## src/rtl/sertx_pkg.sv

```systemverilog
package sertx_pkg;

  typedef enum logic [2:0] {
    ST_IDLE,
    ST_START,
    ST_DATA,
    ST_PAR,
    ST_STOP
  } tx_state_e;

  // format byte fields, bits [5:0] of a control write
  typedef struct packed {
    logic       stick;
    logic       even;
    logic       par_en;
    logic       long_stop;
    logic [1:0] len;
  } line_cfg_t;

  localparam int MIN_CHAR_LEN = 5;

  function automatic line_cfg_t decode_cfg(input logic [5:0] raw);
    return line_cfg_t'(raw);
  endfunction

endpackage

```

## src/rtl/sertx_regs.sv

```systemverilog
module sertx_regs
  import sertx_pkg::*;
#(
  parameter int ADDR_W    = 3,
  parameter int DATA_W    = 8,
  parameter int ADDR_HOLD = 0,
  parameter int ADDR_CTRL = 3
) (
  input  logic              clk,
  input  logic              rst,
  input  logic              wr_en,
  input  logic [ADDR_W-1:0] wr_addr,
  input  logic [DATA_W-1:0] wr_data,
  input  logic              load,
  output logic [DATA_W-1:0] hold_data,
  output logic              hold_full,
  output line_cfg_t         cfg
);

  localparam logic [ADDR_W-1:0] A_HOLD = ADDR_W'(ADDR_HOLD);
  localparam logic [ADDR_W-1:0] A_CTRL = ADDR_W'(ADDR_CTRL);

  logic wr_hold, wr_ctrl;
  logic unused_ctrl_hi;

  assign wr_hold        = wr_en && (wr_addr == A_HOLD);
  assign wr_ctrl        = wr_en && (wr_addr == A_CTRL);
  assign unused_ctrl_hi = ^wr_data[DATA_W-1:6];

  always_ff @(posedge clk) begin
    if (rst) begin
      hold_data <= '0;
      hold_full <= 1'b0;
      cfg       <= '0;
    end else begin
      // a write in the same cycle as a load refills the slot
      if (wr_hold) begin
        hold_data <= wr_data;
        hold_full <= 1'b1;
      end else if (load) begin
        hold_full <= 1'b0;
      end
      if (wr_ctrl) cfg <= decode_cfg(wr_data[5:0]);
    end
  end

endmodule

```

## src/rtl/sertx_parity.sv

```systemverilog
module sertx_parity #(
  parameter int DATA_W  = 8,
  parameter int MIN_LEN = 5
) (
  input  logic [DATA_W-1:0] data,
  input  logic [1:0]        len,
  input  logic              even,
  input  logic              stick,
  output logic              par_bit
);

  logic [DATA_W-1:0] mask;
  logic              ones_odd;

  for (genvar i = 0; i < DATA_W; i++) begin : g_mask
    if (i < MIN_LEN) begin : g_fixed
      assign mask[i] = 1'b1;
    end else begin : g_sel
      assign mask[i] = (32'(len) + MIN_LEN) > i;
    end
  end

  assign ones_odd = ^(data & mask);

  always_comb begin
    if (stick)     par_bit = ~even;
    else if (even) par_bit = ones_odd;
    else           par_bit = ~ones_odd;
  end

endmodule

```

## src/rtl/sertx_framer.sv

```systemverilog
module sertx_framer
  import sertx_pkg::*;
#(
  parameter int DATA_W = 8,
  parameter int OSR    = 16
) (
  input  logic              clk,
  input  logic              rst,
  input  logic              tick,
  input  logic              hold_full,
  input  logic [DATA_W-1:0] hold_data,
  input  line_cfg_t         cfg,
  input  logic              par_in,
  output logic              load,
  output logic              line,
  output tx_state_e         state
);

  localparam int SUB_W = $clog2(2 * OSR);
  localparam int IDX_W = $clog2(DATA_W);
  localparam logic [SUB_W-1:0] BIT_LAST   = SUB_W'(OSR - 1);
  localparam logic [SUB_W-1:0] STOP_15    = SUB_W'(OSR + OSR / 2 - 1);
  localparam logic [SUB_W-1:0] STOP_20    = SUB_W'(2 * OSR - 1);
  localparam logic [IDX_W-1:0] IDX_BASE   = IDX_W'(MIN_CHAR_LEN - 1);

  tx_state_e         st;
  logic [SUB_W-1:0]  sub;
  logic [IDX_W-1:0]  idx;
  logic [DATA_W-1:0] shf;
  logic [1:0]        len_q;
  logic              long_q, pen_q, par_q, line_q;
  logic [SUB_W-1:0]  stop_last;
  logic [IDX_W-1:0]  idx_last;
  logic              stop_done;

  always_comb begin
    if (!long_q)            stop_last = BIT_LAST;
    else if (len_q == 2'd0) stop_last = STOP_15;
    else                    stop_last = STOP_20;
  end

  assign idx_last  = IDX_BASE + IDX_W'(len_q);
  assign stop_done = (st == ST_STOP) && (sub == stop_last);
  assign load      = tick && hold_full && ((st == ST_IDLE) || stop_done);

  always_ff @(posedge clk) begin
    if (rst) begin
      st     <= ST_IDLE;
      sub    <= '0;
      idx    <= '0;
      shf    <= '0;
      len_q  <= '0;
      long_q <= 1'b0;
      pen_q  <= 1'b0;
      par_q  <= 1'b0;
      line_q <= 1'b1;
    end else if (load) begin
      st     <= ST_START;
      sub    <= '0;
      idx    <= '0;
      shf    <= hold_data;
      len_q  <= cfg.len;
      long_q <= cfg.long_stop;
      pen_q  <= cfg.par_en;
      par_q  <= par_in;
      line_q <= 1'b0;
    end else if (tick) begin
      sub <= sub + 1'b1;
      unique case (st)
        ST_IDLE: sub <= '0;
        ST_START: if (sub == BIT_LAST) begin
          sub    <= '0;
          st     <= ST_DATA;
          line_q <= shf[0];
        end
        ST_DATA: if (sub == BIT_LAST) begin
          sub <= '0;
          if (idx == idx_last) begin
            if (pen_q) begin
              st     <= ST_PAR;
              line_q <= par_q;
            end else begin
              st     <= ST_STOP;
              line_q <= 1'b1;
            end
          end else begin
            idx    <= idx + 1'b1;
            shf    <= shf >> 1;
            line_q <= shf[1];
          end
        end
        ST_PAR: if (sub == BIT_LAST) begin
          sub    <= '0;
          st     <= ST_STOP;
          line_q <= 1'b1;
        end
        ST_STOP: if (sub == stop_last) begin
          sub <= '0;
          st  <= ST_IDLE;
        end
        default: st <= ST_IDLE;
      endcase
    end
  end

  assign line  = line_q;
  assign state = st;

endmodule

```

## src/rtl/serial_tx_core.sv

```systemverilog
module serial_tx_core
  import sertx_pkg::*;
#(
  parameter int ADDR_W    = 3,
  parameter int DATA_W    = 8,
  parameter int OSR       = 16,
  parameter int ADDR_HOLD = 0,
  parameter int ADDR_CTRL = 3
) (
  input  logic              clk,
  input  logic              rst,
  input  logic              tick_en,
  input  logic              wr_en,
  input  logic [ADDR_W-1:0] wr_addr,
  input  logic [DATA_W-1:0] wr_data,
  output logic              tx_line,
  output logic              tx_rdy_n
);

  logic [DATA_W-1:0] hold_data;
  logic              hold_full, load, par_bit;
  line_cfg_t         cfg;
  tx_state_e         frm_state;

  sertx_regs #(
    .ADDR_W(ADDR_W), .DATA_W(DATA_W),
    .ADDR_HOLD(ADDR_HOLD), .ADDR_CTRL(ADDR_CTRL)
  ) u_regs (
    .clk(clk), .rst(rst), .wr_en(wr_en), .wr_addr(wr_addr),
    .wr_data(wr_data), .load(load), .hold_data(hold_data),
    .hold_full(hold_full), .cfg(cfg)
  );

  sertx_parity #(.DATA_W(DATA_W), .MIN_LEN(MIN_CHAR_LEN)) u_par (
    .data(hold_data), .len(cfg.len), .even(cfg.even),
    .stick(cfg.stick), .par_bit(par_bit)
  );

  sertx_framer #(.DATA_W(DATA_W), .OSR(OSR)) u_frm (
    .clk(clk), .rst(rst), .tick(tick_en), .hold_full(hold_full),
    .hold_data(hold_data), .cfg(cfg), .par_in(par_bit),
    .load(load), .line(tx_line), .state(frm_state)
  );

  // the holding-full flop drives the ready pin directly
  assign tx_rdy_n = hold_full;

endmodule

```

## config.mk

```make
export PLATFORM = sky130hd
export DESIGN_NAME = serial_tx_core
export DESIGN_NICKNAME = d
export VERILOG_FILES = /design/src/rtl/sertx_pkg.sv /design/src/rtl/sertx_regs.sv /design/src/rtl/sertx_parity.sv /design/src/rtl/sertx_framer.sv /design/src/rtl/serial_tx_core.sv
export SDC_FILE = /design/constraint.sdc
export NUM_CORES = 1
export LEC_CHECK = 0
export BUFFER_PORTS_ARGS = -buffer_cell sky130_fd_sc_hd__buf_2
export CORE_MARGIN = 3
export CORE_UTILIZATION = 45
export CTS_CLUSTER_DIAMETER = 100
export CTS_CLUSTER_SIZE = 25
export DETAILED_ROUTE_END_ITERATION = 16
export GPL_TIMING_DRIVEN = 0
export PLACE_DENSITY = 0.67
export SLEW_MARGIN = 0
export SYNTH_ARGS = -nofsm -noshare
export SYNTH_HDL_FRONTEND = slang
export SYNTH_SLANG_ARGS = --single-unit
```

## constraint.sdc

```tcl
create_clock -name clk -period 3.6 [get_ports clk]
set_input_delay 0.36 -clock clk [delete_from_list [all_inputs] [get_ports clk]]
set_output_delay 0.36 -clock clk [all_outputs]
set_load 0.01 [all_outputs]
```

=== Word-level counts from Yosys, hierarchy flattened ===
Cells that the tools add are included.
Widths: inputs -> output; s select.

* Register bits after elaboration: 40
* Input bits: 15
* Logic and storage cells: 102

* Add/subtract/negate cells: 4
* Magnitude comparators: 3
* Equality and inequality tests: 20
* Multiplexer cells: 31
* Bitwise logic cells: 5
* Reductions and logical operators: 22

{| class="wikitable"
|+ Operators with widths
! kind !! count
|-
| $gt 32x3->1 const B || 2
|-
| $mux 8 || 5
|-
| $mux 3 || 6
|-
| $mux 5 || 3
|-
| $pmux 3 s5 || 1
|-
| $pmux 5 s3 || 1
|-
| $reduce_and 7->1 || 2
|-
| $mux 1 || 13
|-
| $ne 3x2->1 const B || 4
|-
| $eq 3x2->1 const B || 3
|-
| $and 8x8->8 || 1
|-
| $ne 2x1->1 const B || 4
|-
| $reduce_and 4->1 || 2
|-
| $reduce_bool 2->1 || 4
|-
| $reduce_xor 8->1 || 1
|-
| $logic_not 3->1 || 2
|-
| $ne 2x2->1 const B || 3
|-
| $add 5x1->5 const B || 1
|-
| $eq 5x4->1 const B || 1
|-
| $eq 5x5->1 || 1
|-
| $logic_and 1x1->1 || 5
|-
| $reduce_and 5->1 || 1
|-
| $add 2x3->4 const B || 1
|-
| $gt 4x3->1 const B || 1
|-
| other kinds (14) || 17
|}

=== Logic depth before layout (Yosys ltp) ===
Gate-level depths: netlist of run 1.

* Depth after elaboration: 9
* Gate-level depth with buffers: 10
* Mapped depth without buffers: 9

=== Modules after synthesis ===
From an unflattened synthesis of run 1, not the netlist that was laid out.

* Cell total of the unflattened synthesis: 234
* Area total of the unflattened synthesis: 2134.5 µm²

{| class="wikitable"
|+ By module, submodules not included
! module !! instances !! cells each !! area an instance (µm²) !! seq. area each (µm²)
|-
| sertx_framer || 1 || 160 || 1350.0 || 500.5
|-
| sertx_regs || 1 || 61 || 650.6 || 300.3
|-
| sertx_parity || 1 || 13 || 133.9 || 0.0
|}

=== Least setup slack after synthesis of run 1 ===
OpenSTA, ideal clock, no wires.

* Path type: flip-flop to flip-flop
* Start: register u_frm.sub[0]
* End: register u_frm.shf[5]
* Setup time: 0.119 ns
* Arrival time: 1.634 ns
* Data required time: 3.481 ns
* Slack: 1.847 ns
* Cell stages (with the launch flop): 11
* Buffers on the path: 1
* Period minus slack after synthesis: 1.753 ns
* Cell sequence: dfxtp_1 > ha_1 > nand3_1 > inv_1 > ha_1 > nand2_1 > a311o_1 > buf_6 > nor2_1 > nor2_1 > o221a_2

* Word-level cells in the longest chain between the ends: 6
* Elaborated cells between the ends (all ways): 11
* Those cells by class: eq/ne (3); mux (1); reduce/logical (7)

{| class="wikitable"
|+ RTL lines
! what !! RTL line !! RTL
|-
| start, declared || sertx_framer.sv:27 || <nowiki>logic [SUB_W-1:0] sub;</nowiki>
|-
| start signal, assigned || sertx_framer.sv:68 || <nowiki>sub <= sub + 1'b1;</nowiki>
|-
| $eq 5x5->1 || sertx_framer.sv:43 || <nowiki>assign stop_done = (st == ST_STOP) && (sub == stop_last);</nowiki>
|-
| $logic_and 1x1->1 || sertx_framer.sv:43 ||
|-
| $logic_or 1x1->1 || sertx_framer.sv:44 || <nowiki>assign load = tick && hold_full && ((st == ST_IDLE) || stop_done);</nowiki>
|-
| $logic_and 1x1->1 || sertx_framer.sv:44 ||
|-
| $ne 2x2->1 (no source line) / $reduce_bool 2->1 (equally long branches) || - ||
|-
| $reduce_and 4->1 (no source line) || - ||
|-
| end signal, assigned || sertx_framer.sv:61 || <nowiki>shf <= hold_data;</nowiki>
|-
| end signal, assigned || sertx_framer.sv:88 || <nowiki>shf <= shf >> 1;</nowiki>
|-
| end, declared || sertx_framer.sv:29 || <nowiki>logic [DATA_W-1:0] shf;</nowiki>
|}

Several ways; a longest one is shown, not always the timed one.
A chain may end at the register's enable or synchronous reset.

=== Final worst setup path of run 1 ===
* Start: register u_frm.st[0], in the netlist u_frm.state[0]
* End: register u_frm.sub[3]

* Word-level cells in the longest chain between the ends: 5
* Elaborated cells between the ends (all ways): 11
* Those cells by class: eq/ne (4); mux (1); reduce/logical (6)

{| class="wikitable"
|+ RTL lines
! what !! RTL line !! RTL
|-
| start, declared || sertx_framer.sv:26 || <nowiki>tx_state_e st;</nowiki>
|-
| start signal, assigned || sertx_framer.sv:48 || <nowiki>st <= ST_IDLE;</nowiki>
|-
| start signal, assigned || sertx_framer.sv:58 || <nowiki>st <= ST_START;</nowiki>
|-
| start signal, assigned || sertx_framer.sv:73 || <nowiki>st <= ST_DATA;</nowiki>
|-
| branches (longest 5 deep; another with $pmux 5 s3) || - ||
|}

Several ways; the timed one is not identified.

==> flow_summary.ini, run 1 <==
[timing]
slew_viol_final = 0
period_minus_slack_ns = 1.96
timing.final.crit_share_pct = 54.5
clock_skew_ns = 0.00835
tightestPinTransition_ns = 0.698
setup_viol = 0
setup_tns_ns = 0
hold_viol = 0
fmax_ghz = 0.510
slew_headroom_pct = 53.1
rsz0062_at_grt = false

[layout]
most-common-layout-cells = 40 x dfxtp_1, 30 x nor2_1, 25 x a21oi_1
nNetsFinal = 270
areaGrowthSynthToFinish_pct = 12.8
mostFrequentLayoutCell = dfxtp_1
layoutNonFillerInstCount = 302
diodes = 0
drive_gt1_share_pct = 17.5

[synth]
synth-xor-area-share_pct = 6.44
syn_avg_cell_area_um2 = 8.60
synth_compound_area_share_pct = 22.8
synth_top_family_by_area = compound AO/OA/AOI/OAI gates
syn_inst = 228
synthAdderAreaFrac_pct = 2.55
yosysWarnings = 0
mappedNetlistArea_mm2 = 0.00196
ys_seq_area_share_pct = 40.8
synthMuxAreaShare_pct = 3.57
synth_cell_type_count = 48
ys_seq_elements = 40
syn_nets = 247
synthSimpleGateAreaFrac_pct = 19.4

[critical_path]
worstSetupStartpointType = register
max_stage_delay_ns = 0.57
arrival_ns = 2.12
worstSetupEndpointType = register
cp_max_fo = 10
slowest_stage = o21ai_2
crit_path_cell_trace = nor2_1 -> nand3_1 -> o21ai_2 -> nor3_1
crit_type = register to register
required_ns = 3.76

[clock_tree]
worstSkewPairLatency_ns = 0.30
cts_tree = yes
clk_pin_slew_ns = 0.08
hold_buffers = 0
h-tree-depth = 2
clock_tree.buffer_depth = 2
cts_buffers = 5
cts.sinks = 40
cts_resized = 0
cts_root_buf = clkbuf_8
post_cts_buffers = 0

[outcome]
outcome = complete, no violations

[die]
core_area_mm2 = 0.00412
die_w_um = 72.0
row_count = 23
die_h_um = 72.0
die-area_mm2 = 0.00519
start_util_pct = 47.7
ios = 17

[routing]
via_per_inst = 5.53
drtIter0Drc = 116
wl_per_cell_um = 14.1
routed_wl_um = 4260
drt-pass1-iter-count = 4
drcViolationCount = 0
route.antenna.remaining_nets = 0
vias = 1671

[global_route]
grt_antenna_before_repair = 0
overflow = 0
grt_max_degree = 13
grt_pass1_wl_um = 7320
grt_pass1_vias = 1560
grt_use_total_pct = 18.0

[min_path]
hp-class = primary input to register

[pwr]
finalPower_w = 0.000873
power.density_mw_per_mm2 = 395
p_leak_nw = 0.866
peakVddDrop_uv = 260

[place]
placed_cells = 294
io_buffers = 16
place_congestion = 0.762
hpwl_um = 3070

[run]
drv_cap = 0
==> worst max-delay path: cells and delay by family (launching register included) <==
family | cells | cell delay (ns)
DFF | 1 | 0.37
AOI/OAI and AO/OA | 1 | 0.57
and+or+nand+nor | 3 | 0.87
==> where the power goes <==
group | switching [W] | internal [W] | total (W)
combinational | 0.0000296 | 0.0000221 | 0.0000516
clock | 0.000160 | 0.000206 | 0.000366
sequential | 0.00000622 | 0.000449 | 0.000455
total | 0.000196 | 0.000677 | 0.000873
==> path summary, 6_finish.rpt <==
kind / startpoint / endpoint / slack, ns / depth (start not counted)
setup / recovery: u_frm.state[0]$_SDFFE_PP0P_ / u_frm.sub[3]$_SDFFE_PP0P_ / 1.64 / 4
hold / removal: wr_data[6] / u_regs.hold_data[6]$_SDFFE_PP0P_ / 0.31 / 3
setup reg to reg: u_frm.state[0]$_SDFFE_PP0P_ / u_frm.sub[3]$_SDFFE_PP0P_ / 1.64 / 4
hold reg to reg: u_regs.cfg[2]$_SDFFE_PP0P_ / u_frm.long_q$_SDFFE_PP0N_ / 0.47 / 2
==> Yosys cell counts (all sizes together) <==
cell type	n	area, um^2
nor2b	1	6.26
or3	2	12.5
nand3	9	45.0
clkbuf	4	15.0
o31ai	1	7.51
o211ai	2	15.0
o311ai	1	8.76
o2111ai	1	8.76
a21o	2	15.0
a2111oi	2	18.8
a31o	1	8.76
o21ai	14	81.3
dfxtp	40	801
nor3b	3	27.5
xor2	3	33.8
xnor2	8	70.1
a311oi	2	17.5
and3	2	12.5
o21a	1	7.51
mux2i	7	70.1
nand2	22	82.6
ha	4	50.1
o41ai	1	8.76
buf	6	41.3
nand4	3	18.8
a31oi	2	12.5
o221a	7	78.8
a21oi	26	134
nor2	30	113
nand4b	1	8.76
inv	8	30.0
nor3	2	10.0
and3b	1	8.76
a21boi	1	7.51
nand3b	1	7.51
xnor3	1	22.5
nand2b	1	6.26
a211oi	1	7.51
a311o	1	10.0
or3b	1	8.76
or2	2	12.5
==> cells by family (layout without fill, tap and decap cells) <==
kind of cell,after synthesis,after routing
and+or+nand+nor,81,81
muxes,7,7
AOI/OAI and AO/OA,66,66
DFF,40,40
adders and majority gates,4,4
buffers and inverters,18,42
xor gates and xnor gates,12,12
==> routing by layer <==
metal / up-vias / routed length (um) / track usage, %
li1: 859 / - / -
met2: 27 / 1860 / 27.0
met3: 6 / 143 / 4.16
met1: 779 / 2200 / 25.3
met4: 0 / 61 / 6.26
met5: - / 0 / 0
==> metrics by stage <==
stage | hold WS, ns | worst slack, ns | cell area (um^2) | util (%)
2_1_floorplan | 0.443 | 1.85 | 1960 | -
3_3_place_gp | 0.460 | 1.58 | 2100 | 51.1
3_5_place_dp | 0.461 | 1.59 | 2100 | 51.1
4_1_cts | 0.301 | 1.63 | 2210 | 53.8
5_1_grt | 0.320 | 1.45 | 2210 | 53.8
6_report | 0.309 | 1.64 | 2210 | 53.8
==> area by class of cell <==
type                       instances  area, um^2
tap                               50        62.6
multi-input combinational        170        1070
clock inverter                     2        35.0
clock buffer                       6        72.6
buffer                            10        56.3
sequential                        40         801
fill                             426        1900
timing repair buffer              16        80.1
inverter                           8        30.0
==> state kept, by name (all words and copies together), names as in the netlist, 2 cells and up <==
register / flops
u_frm.shf: 8
u_regs.hold_data: 8
u_frm.sub: 5
u_regs.cfg: 6
u_frm.state: 3
u_frm.idx: 3
u_frm.len_q: 2
Note: power is estimated with default switching activity, not from simulation.
==> inputs of run 2 (changes only) <==
ABC_AREA = 1   (was default)
clock period = 2.01 ns   (was 3.6 ns; I/O delays follow)
==> flow_summary.ini, run 2 <==
[clock_tree]
cts_tree = yes
clk_pin_slew_ns = 0.08
worstSkewPairLatency_ns = 0.30
hold_buffers = 0
clock_tree.buffer_depth = 2
cts.sinks = 40
cts_root_buf = clkbuf_8
cts_buffers = 5
h-tree-depth = 2

[outcome]
outcome = complete, no violations

[timing]
hold_ws_ns = 0.128
setup_slack_ns = 0.283
slew_headroom_pct = 70.7
timing.final.crit_share_pct = 85.9
clock_skew_ns = 0.00797
tightestPinTransition_ns = 0.436
fmax_ghz = 0.579
slew_viol_final = 0
period_minus_slack_ns = 1.73
rsz0062_at_grt = false
hold_viol = 0
setup_viol = 0
setup_tns_ns = 0

[critical_path]
crit_type = register to register
reg2reg_slack_ns = 0.28
worstSetupStartpoint = u_frm.sub[0]$_SDFFE_PP0P_
worstSetupEndpointType = register
required_ns = 2.20
r2r_start = u_frm.sub[0]$_SDFFE_PP0P_
r2r_end = u_frm.state[2]$_SDFFE_PP0P_
cp_max_fo = 3
reg2regPathDepth = 11
arrival_ns = 1.91
worstSetupStartpointType = register

[layout]
design_area_mm2 = 0.00233
mostFrequentLayoutCell = nand2_1
reg_top3 = u_frm.shf: 8 flops, u_regs.hold_data: 8 flops, u_regs.cfg: 6 flops
final_util_pct = 52.8
fill_cells = 445
drive_gt1_share_pct = 15.3
diodes = 0
most-common-layout-cells = 50 x nand2_1, 47 x nor2_1, 40 x dfxtp_1
nNetsFinal = 338
areaGrowthSynthToFinish_pct = 12.0

[pwr]
peakVddDrop_uv = 512
p_sw_share_pct = 27.7
p_switching_w = 0.000498
p_leak_nw = 1.04
internal_power_w = 0.00130
p_clk_share_pct = 36.1
power.density_mw_per_mm2 = 772
comb_power_share_pct = 16.2
p_seq_share_pct = 47.6

[synth]
ys_seq_elements = 40
yosysWarnings = 0
ys_seq_area_share_pct = 38.5
ys_top_cells_by_count = 50 x nand2_1, 48 x nor2_1, 40 x dfxtp_1, 32 x inv_1, 22 x nand3_1
synth.most_common_cell = nand2_1
synth_top_cell_by_area = dfxtp_1
syn_avg_cell_area_um2 = 7.01
ys_async_sr_fraction_pct = 0
ys.flop_type = dfxtp_1
mappedNetlistArea_mm2 = 0.00208
netlist.area_leader.share_pct = 38.5
ys_top_cells_by_area = dfxtp_1 38%, nand2_1 9.0%, nor2_1 8.7%
synth-edff-count = 0
syn_inst = 297
syn_nets = 316
synth_cell_type_count = 31

[place]
place_area_mm2 = 0.00222
place_congestion = 0.780
preCtsSetupSlack_ns = 0.279
hpwl_um = 3320
io_buffers = 15

[routing]
routed_wl_um = 4370
drtIter0Drc = 109
route.antenna.remaining_nets = 0
drt-pass1-iter-count = 4
vias = 1875
via_per_inst = 5.04
drcViolationCount = 0
wl_per_cell_um = 11.7

[die]
die_w_um = 74
row_count = 24
core_area_mm2 = 0.00441
ios = 17
die_h_um = 74
die-area_mm2 = 0.00548
start_util_pct = 47.1

[min_path]
hp-class = primary input to register
hold_depth = 3
hold_start = wr_data[7]
holdPathEnd = u_regs.hold_data[7]$_SDFFE_PP0P_

[global_route]
grt_antenna_before_repair = 0
overflow = 0
grt_pass1_vias = 1688
grt_use_total_pct = 17.9
grt_max_degree = 13
grt_pass1_wl_um = 7570

[run]
drv_cap = 0
[run 2: layout make-up]
cell class              instances  area (um^2)  share of cell area, %
well taps                      52         65.1                   2.79
multi-input cells             213         1090                   46.8
repair buffers                 15         75.1                   3.22
clock buffers                   6         72.6                   3.11
flip-flops and latches         40          801                   34.4
inverters                      36          138                   5.90
plain buffers                   8         53.8                   2.31
clock inverters                 2         35.0                   1.50
[run 2: what timing repair did]
item                       CTS  global route
buffers inserted             0             0
gates resized for setup      0             1
setup endpoints to repair    0             1
[run 2: power by group through the flow]
stage               combinational, W  clock (W)  sequential [W]
floorplan                   0.000225          0        0.000869
global route                0.000336   0.000701        0.000862
detailed placement          0.000289          0        0.000875
CTS                         0.000291   0.000664        0.000857
global placement            0.000287          0        0.000875
finish                      0.000292   0.000650        0.000857
[run 2: routing by layer]
metal / up-vias / GRT usage (%) / wire (um)
li1: 1005 / - / -
met1: 832 / 25.7 / 2250
met2: 32 / 26.2 / 1870
met3: 6 / 5.00 / 177
met4: 0 / 5.43 / 68
met5: - / 0 / 0
[run 2: worst max-delay path, stage by stage, from the launching register on]
cell and delay, ns:
dfxtp_1 0.37, ha_1 0.18, nand2_1 0.10, nor2_2 0.12, ha_1 0.17, inv_1 0.04, nand2_1 0.09, nand2_1 0.07
a21oi_2 0.15, nand3_1 0.12, o21ai_1 0.15, nor2_1 0.05
[run 2: worst max path at each step]
stage / end / slack [ns] / cells after the start
2_1_floorplan: u_frm.shf[6]$_SDFFE_PP0P_ / 0.45 / 10
3_3_place_gp: u_frm.state[2]$_SDFFE_PP0P_ / 0.28 / 11
3_5_place_dp: u_frm.state[2]$_SDFFE_PP0P_ / 0.28 / 11
4_1_cts: u_frm.state[2]$_SDFFE_PP0P_ / 0.26 / 11
5_1_grt: u_frm.state[2]$_SDFFE_PP0P_ / 0.01 / 11
6_report: u_frm.state[2]$_SDFFE_PP0P_ / 0.28 / 11
[run 2: cell families after synthesis]
family	Yosys count	synth area share, %
compound gates	58	14.9
simple gates	142	31.3
fa+ha+maj	4	2.41
xor+xnor	9	3.79
flops	40	38.5
buf+inv	44	9.20
[run 2: through the flow]
step,total power (W),cells
floorplan,0.00109,297
global placement,0.00116,364
detailed placement,0.00116,364
CTS,0.00181,372
global route,0.00190,372
finish,0.00180,372
==> inputs of run 3 (changes only) <==
PLACE_DENSITY = 0.61   (was 0.67)
==> flow_summary.ini, run 3 (synthesized netlist as in run 2, its figures left out) <==
[outcome]
outcome = complete, no violations

[die]
die_w_um = 74
ios = 17
core_area_mm2 = 0.00441
start_util_pct = 47.1
die_h_um = 74
die-area_mm2 = 0.00548
row_count = 24

[timing]
fmax_ghz = 0.555
setup_slack_ns = 0.208
slew_viol_final = 0
tightestPinTransition_ns = 0.466
setup_tns_ns = 0
slew_headroom_pct = 68.7
clock_skew_ns = 0.00912
rsz0062_at_grt = false
setup_viol = 0
timing.final.crit_share_pct = 89.7
hold_viol = 0
period_minus_slack_ns = 1.80

[layout]
fill_cells = 465
seqCellArea_um2 = 801
areaGrowthSynthToFinish_pct = 12.6
design_area_mm2 = 0.00234
multi_input_area_mm2 = 0.00109
diodes = 0
drive_gt1_share_pct = 15.3
mostFrequentLayoutCell = nand2_1
nNetsFinal = 338
reg_top3 = u_frm.shf: 8 flops, u_regs.hold_data: 8 flops, u_regs.cfg: 6 flops
most-common-layout-cells = 50 x nand2_1, 48 x nor2_1, 40 x dfxtp_1

[clock_tree]
cts_root_buf = clkbuf_8
hold_buffers = 0
clk_pin_slew_ns = 0.08
clock_tree.buffer_depth = 2
worstSkewPairLatency_ns = 0.30
h-tree-depth = 2
cts.sinks = 40
cts_resized = 0
post_cts_buffers = 0
cts_buffers = 5
cts_tree = yes

[routing]
drtIter0Drc = 106
wl_per_cell_um = 11.6
vias = 1835
drcViolationCount = 0
route.antenna.remaining_nets = 0
drt-pass1-iter-count = 4
routed_wl_um = 4310
via_per_inst = 4.93

[critical_path]
crit_type = register to register
r2r_start = u_frm.sub[0]$_SDFFE_PP0P_
worstSetupEndpointType = register
path_depth = 11
path_buf_inv = 1
crit_path_cell_trace = ha_1 -> nand2_1 -> nor2_1 -> ha_1 -> inv_1 -> nand2_1 -> nand2_1 -> a21oi_2 -> nand3_1 -> o21ai_1 -> nor2_1
reg2reg_slack_ns = 0.21
reg2regPathDepth = 11
max_stage_delay_ns = 0.38
slowest_stage = dfxtp_1
cp-endpoint = u_frm.state[2]$_SDFFE_PP0P_
path_delay_family = simple AND/OR/NAND/NOR gates
r2r_end = u_frm.state[2]$_SDFFE_PP0P_
cp_max_fo = 3
worstSetupStartpointType = register
arrival_ns = 1.99
crit_top_cell = nand2_1
worstSetupStartpoint = u_frm.sub[0]$_SDFFE_PP0P_
required_ns = 2.20

[place]
place_area_mm2 = 0.00222
place_congestion = 0.824
io_buffers = 15
hpwl_um = 3330
preCtsSetupSlack_ns = 0.258

[run]
drv_cap = 0

[pwr]
comb_power_share_pct = 15.8
p_switching_w = 0.000501
p_seq_share_pct = 46.6
p_clk_share_pct = 37.7
p_leak_nw = 1.05
internal_power_w = 0.00134
power.density_mw_per_mm2 = 786
peakVddDrop_uv = 487
p_sw_share_pct = 27.2

[min_path]
hp-class = primary input to register

[global_route]
overflow = 0
grt_pass1_wl_um = 7420
grt_use_total_pct = 17.4
grt_max_degree = 14
grt_antenna_before_repair = 0
grt_pass1_vias = 1638
## run 3: cell counts in the layout (fill, tap and decap cells not counted)
Identical to the previous run, type by type.
## run 3: how the worst min path moves through the flow
stage	start	to	slack [ns]	depth (start not counted)
CTS	wr_data[7]	u_regs.hold_data[7]$_SDFFE_PP0P_	0.13	3
finish	wr_data[7]	u_regs.hold_data[7]$_SDFFE_PP0P_	0.13	3
global route	wr_data[5]	u_regs.hold_data[5]$_SDFFE_PP0P_	0.16	3
global placement	wr_data[7]	u_regs.hold_data[7]$_SDFFE_PP0P_	0.42	3
floorplan	rst	u_frm.shf[7]$_SDFFE_PP0P_	0.27	1
detailed placement	wr_data[7]	u_regs.hold_data[7]$_SDFFE_PP0P_	0.43	3
## run 3: power by group through the flow
stage | combinational, W | clock [W] | sequential (W)
6_report | 0.000290 | 0.000693 | 0.000857
3_3_place_gp | 0.000289 | 0 | 0.000875
5_1_grt | 0.000336 | 0.000740 | 0.000863
3_5_place_dp | 0.000290 | 0 | 0.000875
4_1_cts | 0.000291 | 0.000714 | 0.000856
2_1_floorplan | 0.000225 | 0 | 0.000869
## run 3: worst register-to-register path, delay by kind of cell (launching register included)
kind	cells	cell delay [ns]
buf+inv	1	0.04
simple gates	6	0.58
compound gates	2	0.31
fa+ha+maj	2	0.37
flops	1	0.38
## run 3: through the flow
stage          utilization, %  power [W]  cells  hold WS (ns)
6_report                 53.1    0.00184    372         0.133
4_1_cts                  53.1    0.00186    372         0.127
2_1_floorplan               -    0.00109    297         0.270
3_5_place_dp             50.3    0.00116    364         0.431
3_3_place_gp             50.3    0.00116    364         0.423
5_1_grt                  53.1    0.00194    372         0.165
## run 3: final cells by class
class | instances | share of cell area (%)
multi-input cells | 213 | 46.5
flip-flops and latches | 40 | 34.2
inverters | 36 | 5.88
clock buffers | 6 | 3.53
repair buffers | 15 | 3.21
well taps | 52 | 2.78
plain buffers | 8 | 2.30
clock inverters | 2 | 1.66
## run 3: layer usage
layer	global-route usage, %	up-vias	routed length, um
li1	-	1000	-
met1	26.3	807	2340
met2	24.6	21	1800
met3	3.65	7	104
met4	5.43	0	57
met5	0	-	0
